--- src/rtl/rs10_4_parity_enc.sv ---
module rs10_4_parity_enc (
  input  logic        clk,
  input  logic        rst_n,
  input  logic        in_valid,
  input  logic [79:0] in_data,
  output logic        out_valid,
  output logic [31:0] out_par,
  output logic [79:0] out_data
);
  localparam int W     = 8;
  localparam int NDATA = 10;
  localparam int NPAR  = 4;
  localparam int NMUL  = NDATA - 1;
  localparam logic [W-1:0] POLY_LOW = 8'h1B;

  localparam logic [W-1:0] COEF [NPAR-1][NMUL] = '{
    '{8'h2c, 8'h45, 8'h2d, 8'hd9, 8'hfe, 8'h5e, 8'h2e, 8'h30, 8'h3c},
    '{8'h5e, 8'h4e, 8'hc6, 8'h7a, 8'hd0, 8'h53, 8'hda, 8'hf6, 8'ha4},
    '{8'h2e, 8'h1e, 8'hb1, 8'h94, 8'h56, 8'hda, 8'h7e, 8'h85, 8'hd5}
  };

  function automatic logic [W-1:0] mulc(input logic [W-1:0] a, input logic [W-1:0] c);
    logic [W-1:0] p, acc;
    p = a;
    acc = '0;
    for (int i = 0; i < W; i++) begin
      if (c[i]) acc ^= p;
      p = {p[W-2:0], 1'b0} ^ (p[W-1] ? POLY_LOW : '0);
    end
    return acc;
  endfunction

  logic              v1;
  logic [79:0]       d1;
  logic [W-1:0]      prod [NPAR-1][NMUL];
  logic [31:0]       par_next;

  always_ff @(posedge clk) begin
    if (!rst_n) v1 <= 1'b0;
    else        v1 <= in_valid;
    d1 <= in_data;
  end

  for (genvar j = 0; j < NPAR-1; j++) begin : g_col
    for (genvar r = 0; r < NMUL; r++) begin : g_row
      always_ff @(posedge clk)
        prod[j][r] <= mulc(in_data[(r+1)*W +: W], COEF[j][r]);
    end
  end

  always_comb begin
    par_next = '0;
    for (int r = 0; r < NDATA; r++) par_next[W-1:0] ^= d1[r*W +: W];
    for (int j = 1; j < NPAR; j++) begin
      par_next[j*W +: W] = d1[W-1:0];
      for (int r = 0; r < NMUL; r++) par_next[j*W +: W] ^= prod[j-1][r];
    end
  end

  always_ff @(posedge clk) begin
    if (!rst_n) out_valid <= 1'b0;
    else        out_valid <= v1;
    out_par  <= par_next;
    out_data <= d1;
  end

  assert_latency_R7: assert property (@(posedge clk) disable iff (!rst_n)
    in_valid |=> ##1 out_valid);
  assert_bubble_R10: assert property (@(posedge clk) disable iff (!rst_n)
    !in_valid |=> ##1 !out_valid);
  assert_passthru_R8: assert property (@(posedge clk) disable iff (!rst_n)
    in_valid |=> ##1 (out_data == $past(in_data, 2)));
  assert_xor_col_R2: assert property (@(posedge clk) disable iff (!rst_n)
    out_valid |-> (out_par[7:0] == (out_data[7:0] ^ out_data[15:8] ^ out_data[23:16] ^
      out_data[31:24] ^ out_data[39:32] ^ out_data[47:40] ^ out_data[55:48] ^
      out_data[63:56] ^ out_data[71:64] ^ out_data[79:72])));
  assert_row0_ones_R3: assert property (@(posedge clk) disable iff (!rst_n)
    (out_valid && out_data[79:8] == '0) |-> (out_par == {4{out_data[7:0]}}));
endmodule

--- config.mk ---
export PLATFORM = sky130hd
export DESIGN_NAME = rs10_4_parity_enc
export DESIGN_NICKNAME = d
export VERILOG_FILES = /design/src/rtl/rs10_4_parity_enc.sv
export SDC_FILE = /design/constraint.sdc
export NUM_CORES = 1
export LEC_CHECK = 0
export BUFFER_PORTS_ARGS = -buffer_cell sky130_fd_sc_hd__buf_2
export CELL_PAD_IN_SITES_DETAIL_PLACEMENT = 0
export CELL_PAD_IN_SITES_GLOBAL_PLACEMENT = 1
export CORE_ASPECT_RATIO = 0.5
export CORE_MARGIN = 1.5
export CORE_UTILIZATION = 48
export CTS_BUF_LIST = sky130_fd_sc_hd__clkbuf_8
export CTS_CLUSTER_SIZE = 16
export DETAILED_ROUTE_END_ITERATION = 16
export HOLD_SLACK_MARGIN = 0.05
export PLACE_DENSITY_LB_ADDON = 0.1
export SYNTH_ARGS = -nofsm -noshare
export SYNTH_HDL_FRONTEND = slang
export SYNTH_SLANG_ARGS = --single-unit
--- constraint.sdc ---
create_clock -name clk -period 1.6 [get_ports clk]
set_clock_uncertainty 0.1 [all_clocks]
set_input_delay 0.08 -clock clk [delete_from_list [all_inputs] [get_ports clk]]
set_output_delay 0.08 -clock clk [all_outputs]
set_load 0.02 [all_outputs]
-- Word level (Yosys, flattened, before mapping)
Memory sizes are Yosys's and may differ from the RTL's.
Index checks and enable logic that the tools add are counted.
- bits in writable memories: 216
- input bits: 83
- bits in latches: 0
- memories kept: 1
- output and inout port bits: 113
- ROM bits: 0
- logic and storage cells: 244
- register bits: 194
- multipliers: 0
- add/subtract/negate cells: 0
- mux-type cells: 61
- div/mod/pow operators: 0
- equal/unequal tests: 0
- bitwise logic cells: 177
- reductions and logical operators: 0
- shifts and indexed selects: 0
- $lt $le $gt $ge: 0
- memories (name ; words ; bits a word ; read ports ; clocked after memory_dff ; write ports ; line ; text):
    prod ; 3 ; 72 ; 3 ; 0 ; 3 ; 35 ; logic [W-1:0] prod [NPAR-1][NMUL];
- operator list (cell ; count):
    $xor A8 B8 Y8 ; 122
    $xor A8 B5 Y8 ; 55
    $mux W5 ; 61

-- Depth between registers and ports, before layout
- word-level depth: 15
- mapped depth: 4

-- Least setup slack after synthesis
Ideal clock, no wire load.
- path kind: input port to flip-flop
- start point: input in_data[67]
- end point: memory prod[1][14] (netlist bit)
- stages: 4
- slack: 0.171 ns
- library setup time: 0.129 ns
- path buffers: 1
- arrival time: 1.199 ns
- path through: clkbuf_1 xnor3_2 xor2_4 xnor3_1
- RTL lines (item ; line ; text):
    start: declaration ; 5 ; input logic [79:0] in_data,
    end: declaration ; 35 ;

-- Final worst setup path
- start point: register d1[67]
- end point: register out_par[3]
- longest elaborated chain between the ends: 2
- ends and longest elaborated chain (item ; line ; text):
    start: declaration ; 34 ; logic [79:0] d1;
    start signal: assignment ; 41 ; d1 <= in_data;
    $xor A8 B8 Y8 (2 in a row) ; 53 ; for (int r = 0; r < NDATA; r++) par_next[W-1:0] ^= d1[r*W +: W];
    net par_next[3] ; 36 ; logic [31:0] par_next;
    end signal: assignment ; 63 ; out_par <= par_next;
    end: declaration ; 7 ; output logic [31:0] out_par,
The timed path passes the listed nets, and every way through them passes these cells.
A chain may end at the register's enable or synchronous reset.

==> impl_metrics.sql <==
INSERT INTO impl_metrics (metric_group, metric, value, unit) VALUES
('run_status', 'result_of_the_run', 'finished clean', ''),
('setup_path', 'critical_path_arrival', '1.96', 'ns'),
('sta', 'report.final.hold_viol_count', '0', ''),
('setup_path', 'regToRegEndpoint', 'out_par[3]', ''),
('yosys', 'synth_cells', '1075', ''),
('pwr', 'cellLeakagePower', '7.82', 'nW'),
('finish', 'finish.net_count', '1526', ''),
('clock_tree', 'cts_tree', 'done', ''),
('sta', 'finalCriticalPeriod', '1.59', 'ns'),
('min_path', 'cell_depth_of_the_worst_min_delay_path', '2', ''),
('global_routing', 'grt_pass1_vias', '8505', ''),
('setup_path', 'crit_path_required_time', '1.97', 'ns'),
('clock_tree', 'cts_max_level', '2', ''),
('placed_design', 'dp_slack', '-0.0880', 'ns'),
('finish', 'area_growth', '26.3', '%'),
('floorplan', 'top_level_ports', '196', ''),
('finish', 'layout_commonest_cell', 'xnor2_1', ''),
('clock_tree', 'cell_chosen_for_the_clock_root', 'clkbuf_8', ''),
('yosys', 'synthesis.yosys.warnings', '0', ''),
('sta', 'maximum_clock_frequency', '0.629', 'GHz'),
('yosys', 'postSynthRegisterBits', '410', ''),
('finish', 'layout.cells.most_common_list', 'xnor2_1, dfxtp_1, buf_2, xor2_1, dlygate4sd3_1', ''),
('sta', 'min_period_over_period', '0.994', ''),
('placed_design', 'detailed_place_hpwl', '27800', 'um'),
('finish', 'post-route-util', '0.624', ''),
('placed_design', 'port_buffers', '195', ''),
('clock_tree', 'clkSinkCount', '410', ''),
('floorplan', 'rows', '44', ''),
('clock_tree', 'post-cts-setup-buffers', '0', ''),
('yosys', 'synth_sequential_area_ratio', '0.567', ''),
('sta', 'slew_headroom', '0.533', ''),
('drt', 'dr_total_vias', '8135', ''),
('min_path', 'timing.hold.worst.start', 'in_data[79]', ''),
('clock_tree', 'clock_tree.buffer_depth', '3', ''),
('floorplan', 'design.core.area', '0.0293', 'mm^2'),
('drt', 'remaining_antenna_violation_count', '0', ''),
('drt', 'drt_drc_violations_left', '0', ''),
('clock_tree', 'clkTransAtPathRegs', '0.07', 'ns'),
('setup_path', 'criticalPathCategory', 'reg2reg', ''),
('min_path', 'hold_path.class', 'in2reg', ''),
('min_path', 'timing.hold.worst_endpoint', 'd1[79]', ''),
('setup_path', 'rrSetupSlack', '0.009', 'ns'),
('finish', 'sequential_cell_area', '0.00821', 'mm^2'),
('sta', 'drv_slew', '0', ''),
('global_routing', 'grt_start_max_net_pins', '14', ''),
('setup_path', 'critical_path.startpoint_type', 'flop', ''),
('setup_path', 'reg_to_reg_critical_path_startpoint', 'd1[67]', ''),
('sta', 'worst_pin_slew', '0.696', 'ns'),
('yosys', 'synth_nets', '1158', ''),
('yosys', 'synth_cell_types', '17', ''),
('yosys', 'synth_area_per_cell', '13.5', 'um^2'),
('finish', 'layout_cell_share_with_drive_strength_beyond_1', '0.246', ''),
('finish', 'fill_cells', '2383', ''),
('placed_design', 'gp_routability_congestion', '0.872', ''),
('drt', 'dr.pass1.iters', '4', ''),
('setup_path', 'critical_path_fanouts_max', '2', ''),
('placed_design', 'dpl-instance-area', '0.0163', 'mm^2'),
('global_routing', 'grt_first_pass_wirelength', '53000', 'um'),
('setup_path', 'endpoint_kind', 'flop', ''),
('floorplan', 'fp.dieW', '249', 'um'),
('global_routing', 'grt_overflow', '0', ''),
('drt', 'avgViaCountPerCell', '4.34', ''),
('setup_path', 'r2r_cells', '3', ''),
('global_routing', 'global_route.usage.total', '0.233', ''),
('sta', 'setup_violations', '0', ''),
('floorplan', 'initial_core_util', '0.494', ''),
('sta', 'finalSetupTns', '0', 'ns'),
('finish', 'layout.cell_area.non_filler', '0.0183', 'mm^2'),
('drt', 'detailedRoute.firstIterationViolations', '383', ''),
('finish', 'multi_input_comb_area', '0.00606', 'mm^2'),
('yosys', 'cell_area_after_synthesis', '0.0145', 'mm^2'),
('sta', 'final_critical_path_setup_slack', '0.00932', 'ns'),
('job', 'max-cap-violations', '0', ''),
('global_routing', 'antenna_found_initial', '1', ''),
('clock_tree', 'numCtsBuffers', '55', ''),
('floorplan', 'floorplan.die.height', '126', 'um'),
('floorplan', 'design.die.area', '0.0313', 'mm^2'),
('drt', 'totalWireLength', '36100', 'um'),
('pwr', 'power_density', '1700', 'mW/mm^2'),
('sta', 'grt_setup_unrepaired', 'false', ''),
('clock_tree', 'worstSkewPairLatency', '0.60', 'ns'),
('drt', 'routedWlPerCell', '19.3', 'um'),
('pwr', 'peakVddDrop', '0.000693', 'V');
-- synth_stat cells (all sizes together) --
cell type | n | area, um^2
and2 | 2 | 12.5
buf | 30 | 161
clkbuf | 20 | 76.3
dfxtp | 410 | 8210
inv | 15 | 56.3
xnor2 | 453 | 4020
xnor3 | 42 | 947
xor2 | 101 | 952
xor3 | 2 | 47.6
-- metal layers --
layer	global-route usage	wire (um)	up-vias	part of all wire
met1	0.336	17500	3910	0.48
li1	-	-	3996	-
met3	0.0461	1940	47	0.054
met2	0.364	16100	182	0.45
met4	0.0498	575	0	0.016
met5	0	0	-	0
-- power breakdown --
part / leakage, nW / switching [W] / internal [W]
registers: 3.46 / 0.000987 / 0.0123
clock network: 0.620 / 0.00378 / 0.00367
logic: 3.74 / 0.00500 / 0.00530
total: 7.82 / 0.00977 / 0.0213
-- through the flow --
step | total power, W | hold slack, ns | cells
after CTS | 0.0312 | 0.0637 | 1873
after detailed placement | 0.0235 | 0.0838 | 1685
after global placement | 0.0235 | 0.0832 | 1685
after global routing | 0.0325 | 0.0756 | 1873
after floorplan | 0.0201 | 0.00772 | 1075
final | 0.0310 | 0.116 | 1874
-- sequential cells by signal, indices dropped and copies added (netlist names) --
name / cells
out_data: 80
out_valid: 1
prod: 216
v1: 1
d1: 80
out_par: 32
-- logic make-up (layout without fill, tap and decap cells) --
kind of cell	Yosys count	in the layout	share of synthesized area
simple gates	2	2	0.000864
buf+inv	65	472	0.0203
flops	410	410	0.567
other cells	0	1	0
xor+xnor	598	598	0.412
-- layout make-up --
cell class,count,area share
Timing Repair Buffer,361,0.135
Sequential cell,410,0.449
Inverter,15,0.00308
Clock inverter,31,0.00697
Antenna cell,1,0.000137
Multi-Input combinational cell,600,0.331
Clock buffer,65,0.0489
Tap cell,391,0.0267
-- how the worst max path moves through the flow --
stage                 from          end  slack [ns]  cells past startpoint
6_report            d1[67]   out_par[3]       0.009                      3
3_5_place_dp        d1[32]   out_par[0]       -0.09                      3
3_3_place_gp        d1[32]   out_par[0]       -0.11                      3
5_1_grt        prod[0][38]  out_par[14]        0.02                      4
2_1_floorplan  in_data[67]  prod[1][14]        0.17                      4
4_1_cts             d1[41]   out_par[1]        0.02                      3
-- timing repair --
action,4_1_cts,5_1_grt
endpoints found under the hold margin,293,0
cloned,0,0
gates resized for setup,3,7
hold buffers,92,0
setup endpoints to repair,3,9
-- critical path, cell delays in order, from the launching register on --
cell and delay (ns):
dfxtp_1 0.33, xnor2_1 0.35, xnor3_2 0.52, xnor2_1 0.16
No activity file was read; power rests on OpenSTA's default activity.
